## src/rtl/pmul16_pkg.sv

```systemverilog
package pmul16_pkg;
  localparam int LANES  = 4;
  localparam int LANE_W = 16;

  typedef enum logic [1:0] {
    OP_LOW  = 2'b00,
    OP_HIGH = 2'b01,
    OP_DOT  = 2'b10,
    OP_NONE = 2'b11
  } opSel_e;

  typedef struct packed {
    logic   capture;
    logic   retire;
    opSel_e mode;
  } stageCtl_t;
endpackage

```

## src/rtl/pmul16_ctrl.sv

```systemverilog
module pmul16_ctrl
  import pmul16_pkg::*;
(
  input  logic      clk,
  input  logic      rstN,
  input  logic      start,
  input  logic [1:0] opcode,
  output stageCtl_t ctl,
  output logic      outValid
);
  logic   s1Valid;
  opSel_e s1Mode;

  always_ff @(posedge clk) begin
    if (!rstN) begin
      s1Valid  <= 1'b0;
      s1Mode   <= OP_LOW;
      outValid <= 1'b0;
    end else begin
      s1Valid  <= start;
      if (start) s1Mode <= opSel_e'(opcode);
      outValid <= s1Valid;
    end
  end

  always_comb begin
    ctl.capture = start;
    ctl.retire  = s1Valid;
    ctl.mode    = s1Mode;
  end
endmodule

```

## src/rtl/pmul16_dp.sv

```systemverilog
module pmul16_dp
  import pmul16_pkg::*;
#(
  parameter int NUM_LANES = LANES,
  parameter int LW        = LANE_W
) (
  input  logic                    clk,
  input  logic                    rstN,
  input  stageCtl_t               ctl,
  input  logic [NUM_LANES*LW-1:0] opA,
  input  logic [NUM_LANES*LW-1:0] opB,
  output logic [NUM_LANES*LW-1:0] result
);
  localparam int PW    = 2 * LW;
  localparam int PAIRS = NUM_LANES / 2;
  localparam int BUS_W = NUM_LANES * LW;

  logic signed [PW-1:0] prodD [NUM_LANES];
  logic signed [PW-1:0] prodQ [NUM_LANES];
  logic [BUS_W-1:0] lowVec, highVec, dotVec, nextResult;

  for (genvar i = 0; i < NUM_LANES; i++) begin : g_lane
    logic signed [PW-1:0] aExt, bExt;
    assign aExt = {{LW{opA[i*LW+LW-1]}}, opA[i*LW +: LW]};
    assign bExt = {{LW{opB[i*LW+LW-1]}}, opB[i*LW +: LW]};
    assign prodD[i] = aExt * bExt;

    always_ff @(posedge clk) begin
      if (!rstN)            prodQ[i] <= '0;
      else if (ctl.capture) prodQ[i] <= prodD[i];
    end

    assign lowVec[i*LW +: LW]  = prodQ[i][LW-1:0];
    assign highVec[i*LW +: LW] = prodQ[i][PW-1:LW];
  end

  for (genvar p = 0; p < PAIRS; p++) begin : g_pair
    assign dotVec[p*PW +: PW] = prodQ[2*p] + prodQ[2*p+1];
  end

  always_comb begin
    unique case (ctl.mode)
      OP_LOW:  nextResult = lowVec;
      OP_HIGH: nextResult = highVec;
      OP_DOT:  nextResult = dotVec;
      default: nextResult = '0;
    endcase
  end

  always_ff @(posedge clk) begin
    if (!rstN)           result <= '0;
    else if (ctl.retire) result <= nextResult;
  end
endmodule

```

## src/rtl/pmul16_unit.sv

```systemverilog
module pmul16_unit
  import pmul16_pkg::*;
(
  input  logic        clk,
  input  logic        rstN,
  input  logic        start,
  input  logic [1:0]  opcode,
  input  logic [63:0] opA,
  input  logic [63:0] opB,
  output logic        outValid,
  output logic [63:0] result
);
  stageCtl_t ctl;

  pmul16_ctrl u_ctrl (
    .clk      (clk),
    .rstN     (rstN),
    .start    (start),
    .opcode   (opcode),
    .ctl      (ctl),
    .outValid (outValid)
  );

  pmul16_dp #(.NUM_LANES(LANES), .LW(LANE_W)) u_dp (
    .clk    (clk),
    .rstN   (rstN),
    .ctl    (ctl),
    .opA    (opA),
    .opB    (opB),
    .result (result)
  );
endmodule

```

## config.mk

```make
export PLATFORM = sky130hd
export DESIGN_NAME = pmul16_unit
export DESIGN_NICKNAME = d
export VERILOG_FILES = /design/src/rtl/pmul16_pkg.sv /design/src/rtl/pmul16_ctrl.sv /design/src/rtl/pmul16_dp.sv /design/src/rtl/pmul16_unit.sv
export SDC_FILE = /design/constraint.sdc
export NUM_CORES = 2
export LEC_CHECK = 0
export ABC_CLOCK_PERIOD_IN_PS = 17900
export BUFFER_PORTS_ARGS = -buffer_cell sky130_fd_sc_hd__buf_4
export CAP_MARGIN = 20
export CELL_PAD_IN_SITES_DETAIL_PLACEMENT = 1
export CELL_PAD_IN_SITES_GLOBAL_PLACEMENT = 1
export CORE_MARGIN = 5
export CORE_UTILIZATION = 45
export CTS_CLUSTER_SIZE = 25
export DETAILED_ROUTE_END_ITERATION = 16
export HOLD_SLACK_MARGIN = 0.12
export PLACE_DENSITY_LB_ADDON = 0.1
export REMOVE_ABC_BUFFERS = 1
export SYNTH_ARGS = -nofsm -noshare
export SYNTH_HDL_FRONTEND = slang
export SYNTH_HIERARCHICAL = 1
export SYNTH_SLANG_ARGS = --single-unit
```

## constraint.sdc

```tcl
create_clock -name clk -period 17.9 [get_ports clk]
set_clock_uncertainty 0.1 [all_clocks]
set_input_delay 3.58 -clock clk [delete_from_list [all_inputs] [get_ports clk]]
set_output_delay 3.58 -clock clk [all_outputs]
set_load 0.1 [all_outputs]
```

==> impl_summary.md <==
Logic synthesis
Dividing the synthesized area by the synthesized cell count gives 9.20 µm². The commonest register cell after synthesis is sky130_fd_sc_hd__edfxtp_1. After synthesis, the netlist uses 72 different library cells.

The most instantiated library cell after synthesis is sky130_fd_sc_hd__inv_1. The area share of the largest cell type after synthesis is 0.420. The top cell type by total area after synthesis is sky130_fd_sc_hd__fa_1. The instance count of the mapped netlist is 5440. The share of synthesized area occupied by flip-flops and latches is 0.104. Counting instances in the post-synthesis netlist gives the leading cell types as 1171 x sky130_fd_sc_hd__inv_1, 1050 x sky130_fd_sc_hd__fa_1, 581 x sky130_fd_sc_hd__nand2_1. The synthesized cell area is 50000 µm². The number of warnings printed during yosys synthesis is 6. The proportion of synthesized flip-flops having asynchronous set or reset is 0.

Counting flops with a built-in enable in the synthesized netlist gives 128. Synthesis inferred 196 register bits. Yosys attributes the largest share of cell area to sky130_fd_sc_hd__fa_1 42%, sky130_fd_sc_hd__ha_1 9.8%, sky130_fd_sc_hd__inv_1 8.8%.

Setup path
In this run the worst path has a maximum fanout of 16. The reg-to-reg startpoint is u_dp/prodQ[1][12]. The signal arrival time at the worst endpoint is 9.66 ns. STA classifies the critical path startpoint as a primary input. The type of the worst setup path is primary input to register. STA classifies the critical path endpoint as a register. STA puts the critical path data required time at 18.01 ns. The critical path starts at opA[40].

GRT
The layer with the highest usage after global routing is met2. Summed over all layers, the global routing overflow is 0. The global routing usage on met1 is 0.361. The pin count of the biggest net entering global routing is 83. For met3 alone, demand over resource in global routing was 0.0246. The first global-routing pass estimated 236 mm of wire. For met2 alone, demand over resource in global routing was 0.434. The number of antenna violations at the first check in global routing came to 1. The via count of the first global-routing pass is 42000. The total routing resource utilization after global routing is 0.255.

Timing
The shortest period the worst path allows is 9.55 ns. The worst slew margin relative to its limit is 0.265. Across all hold checks on the routed design, the worst slack comes to 0.389 ns. The count of endpoints failing setup in the final report is 0.

The count of pins over their slew limit came to 0. Setup repair after global routing left no endpoint under its margin. The setup TNS is 0 ns.

The final count of hold timing violations is 0. At the pin with the least slew margin, the transition time is 1.10 ns. The worst path meets setup with 8.35 ns of slack. The final clock period utilization by the worst path is 0.534. The highest clock rate is 105 MHz.

Placed design
The final weighted congestion in routability-driven placement is 0.897. The count of input and output buffers is 197. Before CTS, the worst setup slack after placement is 7.80 ns.

The wire-length estimate of the detail-placed layout is 122 mm.

Floorplan
The effective utilization at floorplan is 0.453. The row count is 122. The die covers 118000 µm².

198 I/O pins were placed. The floorplan step set the die height to 343 µm. In this run the horizontal extent of the chip is 343 µm. In this run the standard cell core region covers 111000 µm².

Clocking
Once the clock tree was built, the resizer swapped 0 gates to a different size. In this run, CTS created clock tree buffers numbering 17. TritonCTS built the clock tree. The H-tree generated during clock tree synthesis spans 4 levels. The total clock sinks is 196.

The post-CTS setup-driven buffer insertion count is 0. The latest clock arrival within the worst-skew pair is 0.48 ns. The post-CTS clock slew at the launch and capture registers of the worst setup and hold paths is 0.08 ns.

The cell sitting at the root of the clock tree is a sky130_fd_sc_hd__clkbuf_16. The hold-fix buffer count after cts is 0. The clock passes through at most 2 buffers.

Flow run
The number of max-cap violations is 0.

Cells and area
The area growth from synthesis to layout is 6.72%. In the final layout, the share of cells above drive strength 1 is 0.0488. The sequential cells in the finished layout cover a total of 5210 µm². The core utilization of the finished layout is 0.483. The filler cell count in the final layout is 12900.

The number of nets in the layout is 7048. In the final layout, the multi-input gates occupy 39700 µm².

Drt
In this run the remaining antenna-violating nets after routing total 0. The initial detailed-routing violation count is 2053. The routed wire length is 147 mm. The via count normalized by instance count is 5.38. The pre-antenna-repair detailed-routing pass consisted of 5 iterations.

The routed layout has 37500 vias. Dividing the detail-routed wire length by the instance count gives 21.0 µm. After detailed routing, the number of remaining DRC violations is 0.

Outcome
The run finished with clean final reports.

Min path
The kind of path behind the tightest hold check is register to register. The worst hold path begins at u_dp/result[1].
==> cell usage in the layout (no fill, tap or decap), types with 10 or more instances in the layout <==
master and instances:
sky130_fd_sc_hd__a211oi_1 52, sky130_fd_sc_hd__a21o_1 67, sky130_fd_sc_hd__a21oi_1 176, sky130_fd_sc_hd__a221oi_1 13, sky130_fd_sc_hd__a22oi_1 10, sky130_fd_sc_hd__a31oi_1 28
sky130_fd_sc_hd__and2_1 499, sky130_fd_sc_hd__and3_1 49, sky130_fd_sc_hd__buf_4 210, sky130_fd_sc_hd__clkbuf_16 17, sky130_fd_sc_hd__dfxtp_1 65, sky130_fd_sc_hd__edfxtp_1 128
sky130_fd_sc_hd__fa_1 1050, sky130_fd_sc_hd__ha_1 390, sky130_fd_sc_hd__inv_1 1171, sky130_fd_sc_hd__mux2i_1 37, sky130_fd_sc_hd__nand2_1 580, sky130_fd_sc_hd__nand2b_1 52
sky130_fd_sc_hd__nand3_1 34, sky130_fd_sc_hd__nand4_1 10, sky130_fd_sc_hd__nor2_1 228, sky130_fd_sc_hd__nor2b_1 13, sky130_fd_sc_hd__nor3_1 56, sky130_fd_sc_hd__nor3b_1 11
sky130_fd_sc_hd__o211ai_1 23, sky130_fd_sc_hd__o21a_1 23, sky130_fd_sc_hd__o21ai_0 157, sky130_fd_sc_hd__o21bai_1 21, sky130_fd_sc_hd__o31ai_1 10, sky130_fd_sc_hd__or3_1 11
sky130_fd_sc_hd__xnor2_1 109, sky130_fd_sc_hd__xor2_1 41
==> metrics by stage <==
stage / instances / cell area [µm²]
final: 6978 / 53400
after detailed placement: 6944 / 52800
after CTS: 6976 / 53400
after global placement: 6944 / 52800
after global routing: 6976 / 53400
after floorplan: 5246 / 49300
==> registers in the layout (all words and copies together) (netlist names) <==
name	flops
u_dp/prodQ	128
u_dp/result	64
u_ctrl/s1Valid	1
u_ctrl/s1Mode	2
u_ctrl/outValid	1
==> logic make-up (layout without fill, tap and decap cells) <==
kind of cell    after synthesis  count (layout)  share of synthesized area
xor+xnor                    150             150                     0.0263
other cells                   0               2                          0
flops                       196             196                      0.104
mux                          44              44                    0.00898
compound gates              667             667                     0.0854
buf+inv                    1366            1414                      0.103
fa+ha+maj                  1440            1440                      0.518
simple gates               1577            1577                      0.155
==> cell type report <==
type	instances	share of cell area
well taps	1488	0.0349
clock buffers	17	0.00797
inverters	1172	0.0824
flip-flops and latches	196	0.0976
repair buffers	210	0.0295
clock inverters	15	0.00375
diodes	2	0.0000937
multi-input cells	3878	0.744
==> critical path: stages <==
cell	delay, ns
sky130_fd_sc_hd__buf_4	0.19
sky130_fd_sc_hd__and2_1	0.20
sky130_fd_sc_hd__fa_1	0.54
sky130_fd_sc_hd__inv_1	0.05
sky130_fd_sc_hd__fa_1	0.42
sky130_fd_sc_hd__fa_1	0.57
sky130_fd_sc_hd__inv_1	0.06
sky130_fd_sc_hd__fa_1	0.50
sky130_fd_sc_hd__fa_1	0.49
sky130_fd_sc_hd__inv_1	0.05
sky130_fd_sc_hd__fa_1	0.47
sky130_fd_sc_hd__inv_1	0.04
sky130_fd_sc_hd__ha_1	0.42
sky130_fd_sc_hd__nand2_1	0.10
sky130_fd_sc_hd__o211ai_1	0.22
sky130_fd_sc_hd__a21oi_1	0.10
sky130_fd_sc_hd__o31ai_1	0.66
sky130_fd_sc_hd__a31oi_1	0.24
sky130_fd_sc_hd__nor2b_1	0.16
sky130_fd_sc_hd__o21ai_0	0.09
sky130_fd_sc_hd__a2111oi_0	0.50
==> final timing paths <==
| kind | to | slack, ns | cells past startpoint |
|---|---|---|---|
| max | u_dp/prodQ[2][24] | 8.35 | 21 |
| min reg2reg | u_dp/result[1] | 0.39 | 2 |
| max reg2reg | u_dp/result[25] | 14.02 | 10 |
| min | u_dp/result[1] | 0.39 | 2 |
==> routing by layer <==
| layer | up-vias | share of wire |
|---|---|---|
| li1 | 16800 | - |
| met1 | 19800 | 0.45 |
| met2 | 779 | 0.49 |
| met3 | 129 | 0.044 |
| met4 | 0 | 0.020 |
| met5 | - | 0 |
Power is left out: the tool's default activity adds up to more than one toggle a clock period on the data nets, which glitch-free logic cannot reach.
